`src/rtl/win_rot_cmdr.sv`:
```
module win_rot_cmdr #(
  parameter int          BYTE_W  = 8,
  parameter logic [7:0]  OP_MODE = 8'h36,
  parameter logic [7:0]  OP_COL  = 8'h2A,
  parameter logic [7:0]  OP_ROW  = 8'h2B,
  parameter logic [7:0]  OP_MEMW = 8'h2C
) (
  input  logic              clk,
  input  logic              rst_n,
  input  logic              rot_req,
  input  logic [1:0]        rot_angle,
  input  logic              rot_bgr,
  input  logic              win_req,
  input  logic [BYTE_W-1:0] win_x0,
  input  logic [BYTE_W-1:0] win_x1,
  input  logic [BYTE_W-1:0] win_y0,
  input  logic [BYTE_W-1:0] win_y1,
  output logic              cmd_valid,
  input  logic              cmd_ready,
  output logic              cmd_is_data,
  output logic [BYTE_W-1:0] cmd_byte,
  output logic              upd_done
);
  localparam int IW       = 4;
  localparam logic [IW-1:0] ROT_FIRST = 4'd0;
  localparam logic [IW-1:0] ROT_LAST  = 4'd1;
  localparam logic [IW-1:0] WIN_FIRST = 4'd2;
  localparam logic [IW-1:0] WIN_LAST  = 4'd12;

  logic [IW-1:0]     slot;
  logic              pend_rot, pend_win;
  logic [1:0]        angle_q;
  logic              bgr_q;
  logic [BYTE_W-1:0] x0_q, x1_q, y0_q, y1_q;
  logic [BYTE_W-1:0] mode_byte;

  wire busy = pend_rot | pend_win;
  wire fire = cmd_valid & cmd_ready;

  assign cmd_valid = busy;

  always_ff @(posedge clk) begin
    if (!rst_n) begin
      slot     <= '0;
      pend_rot <= 1'b0;
      pend_win <= 1'b0;
      upd_done <= 1'b0;
      angle_q  <= '0;
      bgr_q    <= 1'b0;
      x0_q     <= '0;
      x1_q     <= '0;
      y0_q     <= '0;
      y1_q     <= '0;
    end else begin
      upd_done <= 1'b0;
      if (!busy) begin
        if (rot_req) begin
          pend_rot <= 1'b1;
          angle_q  <= rot_angle;
          bgr_q    <= rot_bgr;
        end
        if (win_req) begin
          pend_win <= 1'b1;
          x0_q     <= win_x0;
          x1_q     <= win_x1;
          y0_q     <= win_y0;
          y1_q     <= win_y1;
        end
        slot <= rot_req ? ROT_FIRST : WIN_FIRST;
      end else if (fire) begin
        if (slot == ROT_LAST) begin
          pend_rot <= 1'b0;
          upd_done <= 1'b1;
          slot     <= WIN_FIRST;
        end else if (slot == WIN_LAST) begin
          pend_win <= 1'b0;
          upd_done <= 1'b1;
        end else begin
          slot <= slot + 1'b1;
        end
      end
    end
  end

  always_comb begin
    mode_byte = '0;
    case (angle_q)
      2'd1:    mode_byte[7:5] = 3'b101;
      2'd2:    mode_byte[7:5] = 3'b110;
      2'd3:    mode_byte[7:5] = 3'b011;
      default: mode_byte[7:5] = 3'b000;
    endcase
    mode_byte[3] = bgr_q;
  end

  always_comb begin
    cmd_is_data = 1'b1;
    cmd_byte    = '0;
    case (slot)
      4'd0:  begin cmd_is_data = 1'b0; cmd_byte = OP_MODE; end
      4'd1:  cmd_byte = mode_byte;
      4'd2:  begin cmd_is_data = 1'b0; cmd_byte = OP_COL; end
      4'd4:  cmd_byte = x0_q;
      4'd6:  cmd_byte = x1_q;
      4'd7:  begin cmd_is_data = 1'b0; cmd_byte = OP_ROW; end
      4'd9:  cmd_byte = y0_q;
      4'd11: cmd_byte = y1_q;
      4'd12: begin cmd_is_data = 1'b0; cmd_byte = OP_MEMW; end
      default: cmd_byte = '0;
    endcase
  end
endmodule

```
`config.mk`:
```
export PLATFORM = sky130hd
export DESIGN_NAME = win_rot_cmdr
export DESIGN_NICKNAME = d
export VERILOG_FILES = /design/src/rtl/win_rot_cmdr.sv
export SDC_FILE = /design/constraint.sdc
export NUM_CORES = 1
export LEC_CHECK = 0
export ABC_AREA = 0
export BUFFER_PORTS_ARGS = -buffer_cell sky130_fd_sc_hd__buf_2
export CAP_MARGIN = 40
export CORE_MARGIN = 4
export CORE_UTILIZATION = 57
export CTS_CLUSTER_DIAMETER = 50
export DETAILED_ROUTE_END_ITERATION = 8
export GPL_ROUTABILITY_DRIVEN = 1
export PLACE_DENSITY = 0.84
export SYNTH_ARGS = -nofsm -noshare
export SYNTH_HDL_FRONTEND = slang
export SYNTH_SLANG_ARGS = --single-unit
```
`constraint.sdc`:
```
create_clock -name clk -period 4.7 [get_ports clk]
set_clock_uncertainty 0.15 [all_clocks]
set_input_delay 0.705 -clock clk [delete_from_list [all_inputs] [get_ports clk]]
set_output_delay 0.705 -clock clk [all_outputs]
set_load 0.01 [all_outputs]
```
======== Word level (Yosys, flattened, before mapping) ========
Index checks and enable logic that the tools add are counted.
storage, ports and cells
  register bits ........................... 42
  bits of input ports ..................... 40
  output and inout bits ................... 11
cells by class
  $add $sub $neg .......................... 1
  equal/unequal tests ..................... 16
  mux-type cells .......................... 19
  bitwise operators ....................... 3
  reduce and logical (&&, ||, !) cells .... 10
operator list
  kind                   count
  $pmux W8 S9            1
  $mux W4                4
  $eq A4 B3 Y1 const B   3
  $eq A4 B4 Y1 const B   3
  $mux W1                12
  $pmux W3 S3            1
  $ne A2 B1 Y1 const B   3
  $reduce_and A2 Y1      3
  $reduce_and A3 Y1      2
  $add A4 B1 Y4 const B  1
  $eq A2 B2 Y1 const B   2
  $eq A4 B1 Y1 const B   1
  $eq A4 B2 Y1 const B   1
  $logic_not A4 Y1       1
  $reduce_and A4 Y1      1
  $reduce_bool A2 Y1     2
  $reduce_or A4 Y1       1
  $ne A3 B3 Y1 const B   1
  $eq A2 B1 Y1 const B   1
  $mux W2                1
  $ne A2 B2 Y1 const B   1
  $and A1 B1 Y1          1
  $not A1 Y1             1
  $or A1 B1 Y1           1

======== Logic depth before layout (Yosys ltp) ========
  word-level depth ........................ 5
  depth in mapped cells ................... 7
  mapped depth without buffers ............ 6

======== Worst setup path after synthesis ========
OpenSTA, ideal clock, no wires.
  kind .................................... register to output
  start ................................... reg slot[0]
  end ..................................... out cmd_byte[2]
  arrival ................................. 1.445 ns
  required time ........................... 3.845 ns
  setup slack ............................. 2.400 ns
  cell stages (with the launch flop) ...... 7
  cell sequence ........................... dfxtp_1 > inv_1 > ha_1 > clkbuf_1 > a311oi_1 > a31o_2 > a21oi_1
on the way
  cells in the longest elaborated chain, start to end .. 2
ends and longest elaborated chain
  item                                  RTL line  RTL
  from (decl)                           30        logic [IW-1:0] slot;
  from (signal assigned)                69        slot <= rot_req ? ROT_FIRST : WIN_FIRST;
  from (signal assigned)                79        slot <= slot + 1'b1;
  $eq A4 B4 Y1 (tied with other cells)  99        case (slot)
  $pmux W8 S9 (*)                       99
  to (decl)                             21        output logic [BYTE_W-1:0] cmd_byte,
Mark *: on every way between the ends. The rest lies on a longest branch, timed or not.

======== Final worst setup path ========
  start ................................... reg slot[0]
  end ..................................... out cmd_byte[5]
The elaborated chain is that of the path after synthesis.

==> impl_metrics.yaml <==
power_and_ir_drop:
  p_per_area_mw_per_mm2: 311
  vdd_ir_drop_max_uv: 177
  p_leak_nw: 1.00
detailed_routing:
  viasPerCell: 5.50
  dr.pass1.iters: 4
  wire_per_inst_microns: 14.0
  drc: 0
  routed_wl_mm: 5.02
  postRouteAntennaNets: 0
  via_count: 1969
  dr.first_iter.drc_count: 131
cts:
  clk_latency_ns: 0.29
  clk_pin_slew_ns: 0.07
  root_buffer: "clkbuf_8"
  cts_sinks: 42
  clock_path_buffers: 2
  cts_made_buffers: 5
  cts_tree: "yes"
  postCtsSetupRepairBufs: 0
  post_cts_resized: 0
  h-tree-depth: 2
  cts_hold_buffers: 0
global_routing:
  overflow: 0
  track_usage: 0.208
  grt_pass1_wl_mm: 8.24
  antenna_found_initial: 0
  grt_max_degree: 40
  grt_pass1_vias: 1831
place:
  dp_slack_ns: 1.97
  place_inst: 351
  placed_area_sq_mm: 0.00241
  gp_congestion: 0.884
  dp_hpwl_mm: 3.66
  portBuffers: 50
outcome:
  outcome: "finished, final reports clean"
finish:
  drive_gt1_frac: 0.206
  nNetsFinal: 359
  fin_area_sq_mm: 0.00249
  area_growth_pct: 14.0
  multiInputGateArea_sq_mm: 0.00122
  n_antenna_cell: 0
  regArea_sq_um: 841
  fillers: 342
  final_cells: 358
logic_synthesis:
  async_reset_ff_frac: 0
  syn_area_sq_mm: 0.00218
  syn_inst: 272
  synth_seq_area_share: 0.385
  synth_area_leaders: "dfxtp_1 (38%), nand2_1 (14%), a21boi_1 (12%)"
  synth_nets: 321
  ys_seq_elements: 42
  synth_flop_cell: "dfxtp_1"
  synth_top_cell_area_share: 0.385
  yosys_warnings: 0
  yosys-top-cells-count: "nand2_1 (80), dfxtp_1 (42), a21boi_1 (35)"
  synth_cell_types: 43
  synth.largest_area_cell: "dfxtp_1"
  syn_avg_cell_area_sq_um: 8.03
  synth-edff-count: 0
  synth_most_common_cell: "nand2_1"
timing:
  slew_headroom: 0.431
  setup_violations: 0
  rsz0062_at_grt: "no"
  fin_crit_ns: 3.06
  max_freq_ghz: 0.327
  finalWorstSetupSlack_ns: 1.64
  fin_crit_sh: 0.651
  worstMarginPinSlew_ns: 0.852
  hold_viol: 0
  fin_tns_setup_ns: 0
  slew_violations: 0
die:
  pin_count: 51
  dieWidth_microns: 69.9
  coreArea_sq_mm: 0.00369
  die_h_microns: 69.9
  rows: 22
  dieArea_sq_mm: 0.00489
  start_util: 0.592
setup_path:
  crit_fanout: 13
  worstSetupEndpointType: "output port"
  required_ns: 3.85
  critPathKind: "reg2out"
  startpoint_type: "register"
  worstPathArrival_ns: 2.20
flow_run:
  max_cap_violations: 0
worst_hold_path:
  min_path_type: "reg2reg"
## cells in the final DEF, fill, tap and decap left out, types with 2 or more instances in the layout
master    instances
a311oi_1          2
nand2b_1          3
clkbuf_8          5
dfxtp_1          42
inv_1             5
nor2b_1           4
a31oi_1           4
nand3_1           4
a21oi_1          13
a21boi_0          2
nand4_1           2
clkbuf_1          2
o21ai_1           2
nand2_1          80
o22ai_1           2
mux2i_1           2
a21boi_1         35
a22oi_1          11
mux2_2            2
buf_2            50
nor2_1            8
ha_1              9
## layout make-up
| cell class | instances | area share |
|---|---|---|
| sequential | 42 | 0.338 |
| multi-input combinational | 205 | 0.488 |
| tap | 48 | 0.0241 |
| timing repair buffer | 51 | 0.112 |
| inverter | 5 | 0.00754 |
| clock buffer | 7 | 0.0307 |
## path summary, 6_finish.rpt
kind,slack (ns),endpoint,cells after the start,from
setup / recovery,1.64,cmd_byte[5],7,slot[0]
hold / removal,0.31,y1_q[1],2,y1_q[1]
setup reg to reg,2.78,slot[0],4,slot[2]
hold reg to reg,0.31,y1_q[1],2,y1_q[1]
## power breakdown
| group | internal, mW | switching, mW |
|---|---|---|
| logic | 0.0703 | 0.0953 |
| registers | 0.381 | 0.0169 |
| clock network | 0.102 | 0.110 |
## kinds of logic after synthesis
| logic type | synth area share |
|---|---|
| buf+inv | 0.0584 |
| simple gates | 0.220 |
| fa+ha+maj | 0.0515 |
| compound gates | 0.266 |
| flops | 0.385 |
| mux | 0.0195 |
## state kept, by name, indices dropped and copies added (netlist names)
signal,count
x0_q,8
x1_q,8
y0_q,8
y1_q,8
slot,4
angle_q,2
bgr_q,1
pend_rot,1
pend_win,1
upd_done,1
## metal layers
metal	GRT usage	routed length [microns]
met1	0.273	2270
met2	0.318	2300
met3	0.0432	343
met4	0.113	106
met5	0	0
## stage by stage
stage | utilization | total power, mW | hold WS [ns]
2_1_floorplan | - | 0.515 | 0.285
3_3_place_gp | 0.647 | 0.559 | 0.291
3_5_place_dp | 0.654 | 0.571 | 0.296
4_1_cts | 0.675 | 0.781 | 0.306
5_1_grt | 0.675 | 0.817 | 0.329
6_report | 0.675 | 0.776 | 0.305
## worst max-delay path: stages, from the launching register on
cell,delay (ns)
dfxtp_1,0.42
inv_1,0.13
ha_1,0.39
or3b_1,0.44
a21oi_1,0.17
o21a_1,0.16
a31oi_1,0.05
buf_2,0.16
Power figures use the tool's default switching activity.
